<file path="src/rtl/prc_pkg.sv">
package prc_pkg;

    localparam int CTRL_W       = 64;
    localparam int CTRL_RST_POS = 0;
    localparam int CTRL_ACK_POS = 4;

    function automatic logic [CTRL_W-1:0] ctrl_word(input logic rst, input logic ack);
        logic [CTRL_W-1:0] w;
        w               = '0;
        w[CTRL_RST_POS] = rst;
        w[CTRL_ACK_POS] = ack;
        return w;
    endfunction

endpackage

</file>
<file path="src/rtl/prc_drain_tracker.sv">
module prc_drain_tracker #(
    parameter int CNT_W = 4
) (
    input  logic clk,
    input  logic rst_n,
    input  logic hold_i,
    input  logic issue_i,
    input  logic done_i,
    output logic accept_o,
    output logic idle_o
);

    typedef struct packed {
        logic [CNT_W-1:0] cnt;
    } trk_t;

    trk_t trk_d, trk_q;
    logic full;
    logic dec;

    always_comb begin
        full     = &trk_q.cnt;
        accept_o = issue_i && !hold_i && !full;
        dec      = done_i && (trk_q.cnt != '0);
        trk_d    = trk_q;
        if (accept_o && !dec) begin
            trk_d.cnt = trk_q.cnt + 1'b1;
        end else if (dec && !accept_o) begin
            trk_d.cnt = trk_q.cnt - 1'b1;
        end
        idle_o = (trk_q.cnt == '0);
    end

    always_ff @(posedge clk or negedge rst_n) begin
        if (!rst_n) begin
            trk_q <= '0;
        end else begin
            trk_q <= trk_d;
        end
    end

    assert_no_underflow_R11: assert property (@(posedge clk) disable iff (!rst_n)
        (trk_q.cnt == '0 && !issue_i) |=> (trk_q.cnt == '0));

    assert_no_overflow_R6: assert property (@(posedge clk) disable iff (!rst_n)
        (&trk_q.cnt && !done_i) |=> (&trk_q.cnt));

endmodule

</file>
<file path="src/rtl/prc_pulse_timer.sv">
module prc_pulse_timer #(
    parameter int MIN_PULSE = 16
) (
    input  logic clk,
    input  logic rst_n,
    input  logic hold_i,
    output logic elapsed_o
);

    localparam int TMR_W = $clog2(MIN_PULSE + 1);
    localparam logic [TMR_W-1:0] TMR_TOP = TMR_W'(MIN_PULSE);

    typedef struct packed {
        logic [TMR_W-1:0] cnt;
    } tmr_t;

    tmr_t tmr_d, tmr_q;

    always_comb begin
        tmr_d = tmr_q;
        if (!hold_i) begin
            tmr_d.cnt = '0;
        end else if (tmr_q.cnt != TMR_TOP) begin
            tmr_d.cnt = tmr_q.cnt + 1'b1;
        end
        elapsed_o = (tmr_q.cnt == TMR_TOP);
    end

    always_ff @(posedge clk or negedge rst_n) begin
        if (!rst_n) begin
            tmr_q <= '0;
        end else begin
            tmr_q <= tmr_d;
        end
    end

    assert_timer_restart_R9: assert property (@(posedge clk) disable iff (!rst_n)
        !hold_i |=> !elapsed_o);

endmodule

</file>
<file path="src/rtl/prc_mmio_gate.sv">
module prc_mmio_gate #(
    parameter int ADDR_W = 12,
    parameter int DATA_W = 64
) (
    input  logic              block_i,
    input  logic              host_rd_i,
    input  logic              host_wr_i,
    input  logic [ADDR_W-1:0] host_addr_i,
    input  logic [DATA_W-1:0] host_wdata_i,
    output logic [DATA_W-1:0] host_rdata_o,
    output logic              acc_rd_o,
    output logic              acc_wr_o,
    output logic [ADDR_W-1:0] acc_addr_o,
    output logic [DATA_W-1:0] acc_wdata_o,
    input  logic [DATA_W-1:0] acc_rdata_i
);

    always_comb begin
        if (block_i) begin
            acc_rd_o     = 1'b0;
            acc_wr_o     = 1'b0;
            acc_addr_o   = '0;
            acc_wdata_o  = '0;
            host_rdata_o = '0;
        end else begin
            acc_rd_o     = host_rd_i;
            acc_wr_o     = host_wr_i;
            acc_addr_o   = host_addr_i;
            acc_wdata_o  = host_wdata_i;
            host_rdata_o = acc_rdata_i;
        end
    end

endmodule

</file>
<file path="src/rtl/port_rst_ctrl.sv">
module port_rst_ctrl #(
    parameter int MIN_PULSE = 16,
    parameter int CNT_W     = 4,
    parameter int ADDR_W    = 12,
    parameter int DATA_W    = 64
) (
    input  logic                      clk,
    input  logic                      rst_n,
    input  logic                      csr_wr_i,
    input  logic [prc_pkg::CTRL_W-1:0] csr_wdata_i,
    output logic [prc_pkg::CTRL_W-1:0] csr_rdata_o,
    input  logic                      req_issue_i,
    input  logic                      req_done_i,
    output logic                      req_accept_o,
    input  logic                      host_rd_i,
    input  logic                      host_wr_i,
    input  logic [ADDR_W-1:0]         host_addr_i,
    input  logic [DATA_W-1:0]         host_wdata_i,
    output logic [DATA_W-1:0]         host_rdata_o,
    output logic                      acc_rd_o,
    output logic                      acc_wr_o,
    output logic [ADDR_W-1:0]         acc_addr_o,
    output logic [DATA_W-1:0]         acc_wdata_o,
    input  logic [DATA_W-1:0]         acc_rdata_i,
    output logic                      acc_rst_o
);

    import prc_pkg::*;

    typedef struct packed {
        logic rst;
        logic ack;
    } ctrl_t;

    ctrl_t ctl_d, ctl_q;
    logic  port_idle;
    logic  pulse_done;

    prc_drain_tracker #(.CNT_W(CNT_W)) u_trk (
        .clk      (clk),
        .rst_n    (rst_n),
        .hold_i   (ctl_q.rst),
        .issue_i  (req_issue_i),
        .done_i   (req_done_i),
        .accept_o (req_accept_o),
        .idle_o   (port_idle)
    );

    prc_pulse_timer #(.MIN_PULSE(MIN_PULSE)) u_tmr (
        .clk       (clk),
        .rst_n     (rst_n),
        .hold_i    (ctl_q.rst),
        .elapsed_o (pulse_done)
    );

    prc_mmio_gate #(.ADDR_W(ADDR_W), .DATA_W(DATA_W)) u_gate (
        .block_i      (ctl_q.rst),
        .host_rd_i    (host_rd_i),
        .host_wr_i    (host_wr_i),
        .host_addr_i  (host_addr_i),
        .host_wdata_i (host_wdata_i),
        .host_rdata_o (host_rdata_o),
        .acc_rd_o     (acc_rd_o),
        .acc_wr_o     (acc_wr_o),
        .acc_addr_o   (acc_addr_o),
        .acc_wdata_o  (acc_wdata_o),
        .acc_rdata_i  (acc_rdata_i)
    );

    always_comb begin
        ctl_d     = ctl_q;
        ctl_d.rst = csr_wr_i ? csr_wdata_i[CTRL_RST_POS] : ctl_q.rst;
        ctl_d.ack = ctl_d.rst && ctl_q.rst && pulse_done && port_idle;
    end

    always_ff @(posedge clk or negedge rst_n) begin
        if (!rst_n) begin
            ctl_q <= '{rst: 1'b1, ack: 1'b0};
        end else begin
            ctl_q <= ctl_d;
        end
    end

    assign csr_rdata_o = ctrl_word(ctl_q.rst, ctl_q.ack);
    assign acc_rst_o   = ctl_q.rst;

    assert_rst_follows_write_R2: assert property (@(posedge clk) disable iff (!rst_n)
        csr_wr_i |=> (acc_rst_o == $past(csr_wdata_i[CTRL_RST_POS])));

    assert_ack_only_in_reset_R4: assert property (@(posedge clk) disable iff (!rst_n)
        csr_rdata_o[CTRL_ACK_POS] |-> acc_rst_o);

    assert_ack_after_drain_R5: assert property (@(posedge clk) disable iff (!rst_n)
        $rose(ctl_q.ack) |-> ($past(port_idle) && $past(pulse_done)));

    assert_ack_drop_R7: assert property (@(posedge clk) disable iff (!rst_n)
        (csr_wr_i && !csr_wdata_i[CTRL_RST_POS]) |=> !csr_rdata_o[CTRL_ACK_POS]);

    assert_no_accept_in_reset_R6: assert property (@(posedge clk) disable iff (!rst_n)
        acc_rst_o |-> !req_accept_o);

    assert_mmio_fenced_R10: assert property (@(posedge clk) disable iff (!rst_n)
        acc_rst_o |-> (!acc_rd_o && !acc_wr_o && host_rdata_o == '0));

endmodule

</file>
<file path="config.mk">
export PLATFORM = sky130hd
export DESIGN_NAME = port_rst_ctrl
export DESIGN_NICKNAME = d
export VERILOG_FILES = /design/src/rtl/prc_pkg.sv /design/src/rtl/prc_drain_tracker.sv /design/src/rtl/prc_pulse_timer.sv /design/src/rtl/prc_mmio_gate.sv /design/src/rtl/port_rst_ctrl.sv
export SDC_FILE = /design/constraint.sdc
export NUM_CORES = 1
export LEC_CHECK = 0
export ABC_CLOCK_PERIOD_IN_PS = 2600
export BUFFER_PORTS_ARGS = -buffer_cell sky130_fd_sc_hd__buf_2
export CAP_MARGIN = 40
export CELL_PAD_IN_SITES_DETAIL_PLACEMENT = 1
export CELL_PAD_IN_SITES_GLOBAL_PLACEMENT = 1
export CORE_AREA = 3 3 162 164
export DETAILED_ROUTE_END_ITERATION = 10
export DIE_AREA = 0 0 165 167
export PLACE_DENSITY_LB_ADDON = 0.1
export SLEW_MARGIN = 20
export SYNTH_ARGS = -nofsm -noshare
export SYNTH_HDL_FRONTEND = slang
export SYNTH_HIERARCHICAL = 1
export SYNTH_SLANG_ARGS = --single-unit
export TNS_END_PERCENT = 1
</file>
<file path="constraint.sdc">
create_clock -name clk -period 2.6 [get_ports clk]
set_input_delay 0.26 -clock clk [delete_from_list [all_inputs] [get_ports clk]]
set_output_delay 0.26 -clock clk [all_outputs]
set_load 0.005 [all_outputs]
</file>
==> run metrics <==
Vias/cell 3.03; vias post-DR 2,733; startpoint types flop; Max-slew headroom 49.1%; TritonCTS clock tree built; average cell area after synthesis 7.52 µm²; Critical Path End Type flop; adder-cell area share of the yosys netlist 3.84%; Total Wirelength 11.5 mm; final net count 790; Core ar. 25,000 µm²; Initial Util ~8.6%; Synth Flop Type dfrtp_1; cells after synthesis 286; Longest Clk Path Bufs 2; register share of total power 18.4%; CTS Buf Count 3; GP Congestion 0.725; clock power share 20.5%; worst hold-check path type input port to flop; Slew Limit Fails 0; IO Port Bufs 293; Post-synth EDFFs 0; MaxCap Viol Count 0; share of layout cells above drive strength 1 54.2%; Die Height 167 µm; Power Density 364 nW/µm²; critical path start-end classification flop to flop; #FFs+latches synth 11; Ports approximately 420; Tmin final 2.31 ns; clock latency on the worst-skew pair 0.24 ns; mapped cell area 2150 µm²; pin count of the biggest net entering global routing 156; Compound-Gate Fraction of Synth Area about 2.6%; Seq/Total Area, Yosys 12.9%; Setup Skew 0.00397 ns; outcome complete, no violations; grt ovf 0; Sink Count 11; Synth warnings 6; Clk pin slew, worst setup/hold paths 0.05 ns; Synth Area in Simple Gates roughly 48%; Post-synth ARST share 100%; area occupied by multi-input gates 1510 µm²; RSZ-0062 raised after global routing false; xor/xnor share of the synthesized area 1.22%; post-route ant nets 0; total track usage 7.28%; WL per Instance between 10 and 15 µm; combinational share of power 61.1%; CP Data Arrival Time about 2.4 ns; Internal 0.858 mW; Req. time, crit path 2.72 ns; Ant. Diodes 0; peak supply drop 0.266 mV; Max H-tree Level 1; Post-Route Setup TNS 0 ns; initial antenna violation count 1; Root Buffer clkbuf_16; largest family of logic cells by synthesized area simple AND/OR/NAND/NOR gates; Detailed Route Iter0 Violations 47; Switching Fraction 38.6%; fillers around 3,100; mux cell area share after synthesis between 3 and 4%; number of global-route vias before repair between 2,000 and 3,000; Leakage ~2.2 nW; detailed placement HPWL ~10 mm; Net Sw Power 0.540 mW; worst-margin pin slew 0.764 ns; drt pass-1 iters 4; # DRC 0; worst-path fanout max 5; Placement Rows 58; Netlist cell types 30; Post-CTS Setup Repair Bufs 0; first-pass GRT wire length 15.7 mm; crit share post-route 88.9%; Reg area 280 µm²; Synth-to-Final Area Change 78.4%; Finish-stage setup viols 0; hold_ws 0.230 ns; Die Area 27,600 µm²; DIE WIDTH 165 µm; Max Fclk 432 MHz; Final Hold Vio Count 0
==> registers in the layout, indices dropped and copies added (netlist names) <==
signal and count:
csr_rdata_o 1, u_trk/trk_q 4, acc_rst_o 1, u_tmr/tmr_q 5
==> synthesized netlist by cell type, types with 2 or more instances <==
cell        n  area share [%]
nand2_1     7             1.2
o211ai_2    2             1.2
mux2i_1     5             2.3
dfrtp_1    10              12
nor2b_1   142              41
buf_4      72              25
a21oi_1     3            0.70
xnor2_1     3             1.2
nand3_1     5             1.2
ha_1        5             2.9
buf_2       7             1.6
nand2b_1    4             1.2
inv_1       4            0.70
==> power by group through the flow <==
stage / clock, mW / sequential, mW / combinational (mW)
4_1_cts: 0.296 / 0.261 / 0.884
5_1_grt: 0.308 / 0.267 / 0.972
2_1_floorplan: 0 / 0.268 / 0.520
6_report: 0.286 / 0.257 / 0.854
3_5_place_dp: 0 / 0.261 / 0.881
3_3_place_gp: 0 / 0.261 / 0.879
==> per-stage QoR <==
step | total power [mW] | area, µm² | utilization, % | instances | setup WS [ns]
floorplan | 0.789 | 2380 | - | 347 | 0.248
global placement | 1.14 | 3750 | 15.0 | 897 | 0.200
detailed placement | 1.14 | 3750 | 15.0 | 897 | 0.271
CTS | 1.44 | 3840 | 15.3 | 902 | 0.254
global route | 1.55 | 3840 | 15.3 | 902 | 0.137
finish | 1.40 | 3840 | 15.3 | 902 | 0.288
==> routing by layer <==
| layer | track usage [%] | vias to the layer above | wire length, µm |
|---|---|---|---|
| met2 | 15.4 | 161 | 6550 |
| met1 | 7.38 | 1242 | 3870 |
| met5 | 0 | - | 13 |
| li1 | - | 1324 | - |
| met3 | 1.44 | 4 | 1090 |
| met4 | 0.438 | 2 | 14 |
==> worst max-delay path, stage by stage (launching register included) <==
cell and delay [ns]:
dfrtp_1 0.43, nor4_1 0.34, nand2b_1 0.16, ha_1 0.16, inv_1 0.10, ha_1 0.31
or4_4 0.52, o211ai_2 0.10, o211ai_2 0.09
==> cells by family (layout without fill, tap and decap cells) <==
group                    after synthesis  after routing
AND/OR/NAND/NOR                      167            167
multiplexers                           7              7
adder cells (fa/ha/maj)                6              6
other                                  1             62
flip-flops                            11             11
XOR/XNOR                               3              3
AO/OA/AOI/OAI                          7              7
buffers and inverters                 84            309
==> worst paths after layout <==
path	startpoint	to	slack, ns	cells past startpoint
min in group asynchronous	rst_n	u_trk/trk_q[3]	0.42	2
max	u_trk/trk_q[3]	u_trk/trk_q[3]	0.29	8
max reg2reg	u_trk/trk_q[3]	u_trk/trk_q[3]	0.29	8
min reg2reg	u_tmr/tmr_q[4]	u_tmr/tmr_q[4]	0.56	2
max in group asynchronous	rst_n	acc_rst_o	1.91	2
min	csr_wr_i	csr_rdata_o[4]	0.23	2
==> cells in the final DEF, fill, tap and decap left out, drive strengths merged, types with 4 or more instances in the layout <==
cell / netlist / final
ha: 5 / 5
dfrtp: 10 / 10
nand3: 5 / 5
mux2i: 5 / 5
buf: 79 / 300
conb: 1 / 62
inv: 4 / 4
nor2b: 142 / 142
nand2: 7 / 7
nand2b: 4 / 4
==> area by class of cell <==
| cell class | count | area share (%) |
|---|---|---|
| clock buffer | 3 | 1.96 |
| clock inverter | 1 | 0.130 |
| inverter | 4 | 0.391 |
| timing repair buffer | 301 | 40.2 |
| sequential | 11 | 7.30 |
| tap | 330 | 10.8 |
| multi-input combinational | 252 | 39.3 |
==> timing repair <==
item	4_1_cts	5_1_grt
setup endpoints to repair	0	0
gates resized for setup	0	0
hold buffers	1	0
hold endpoints to repair	10	0
(Power assumes the default switching activity.)
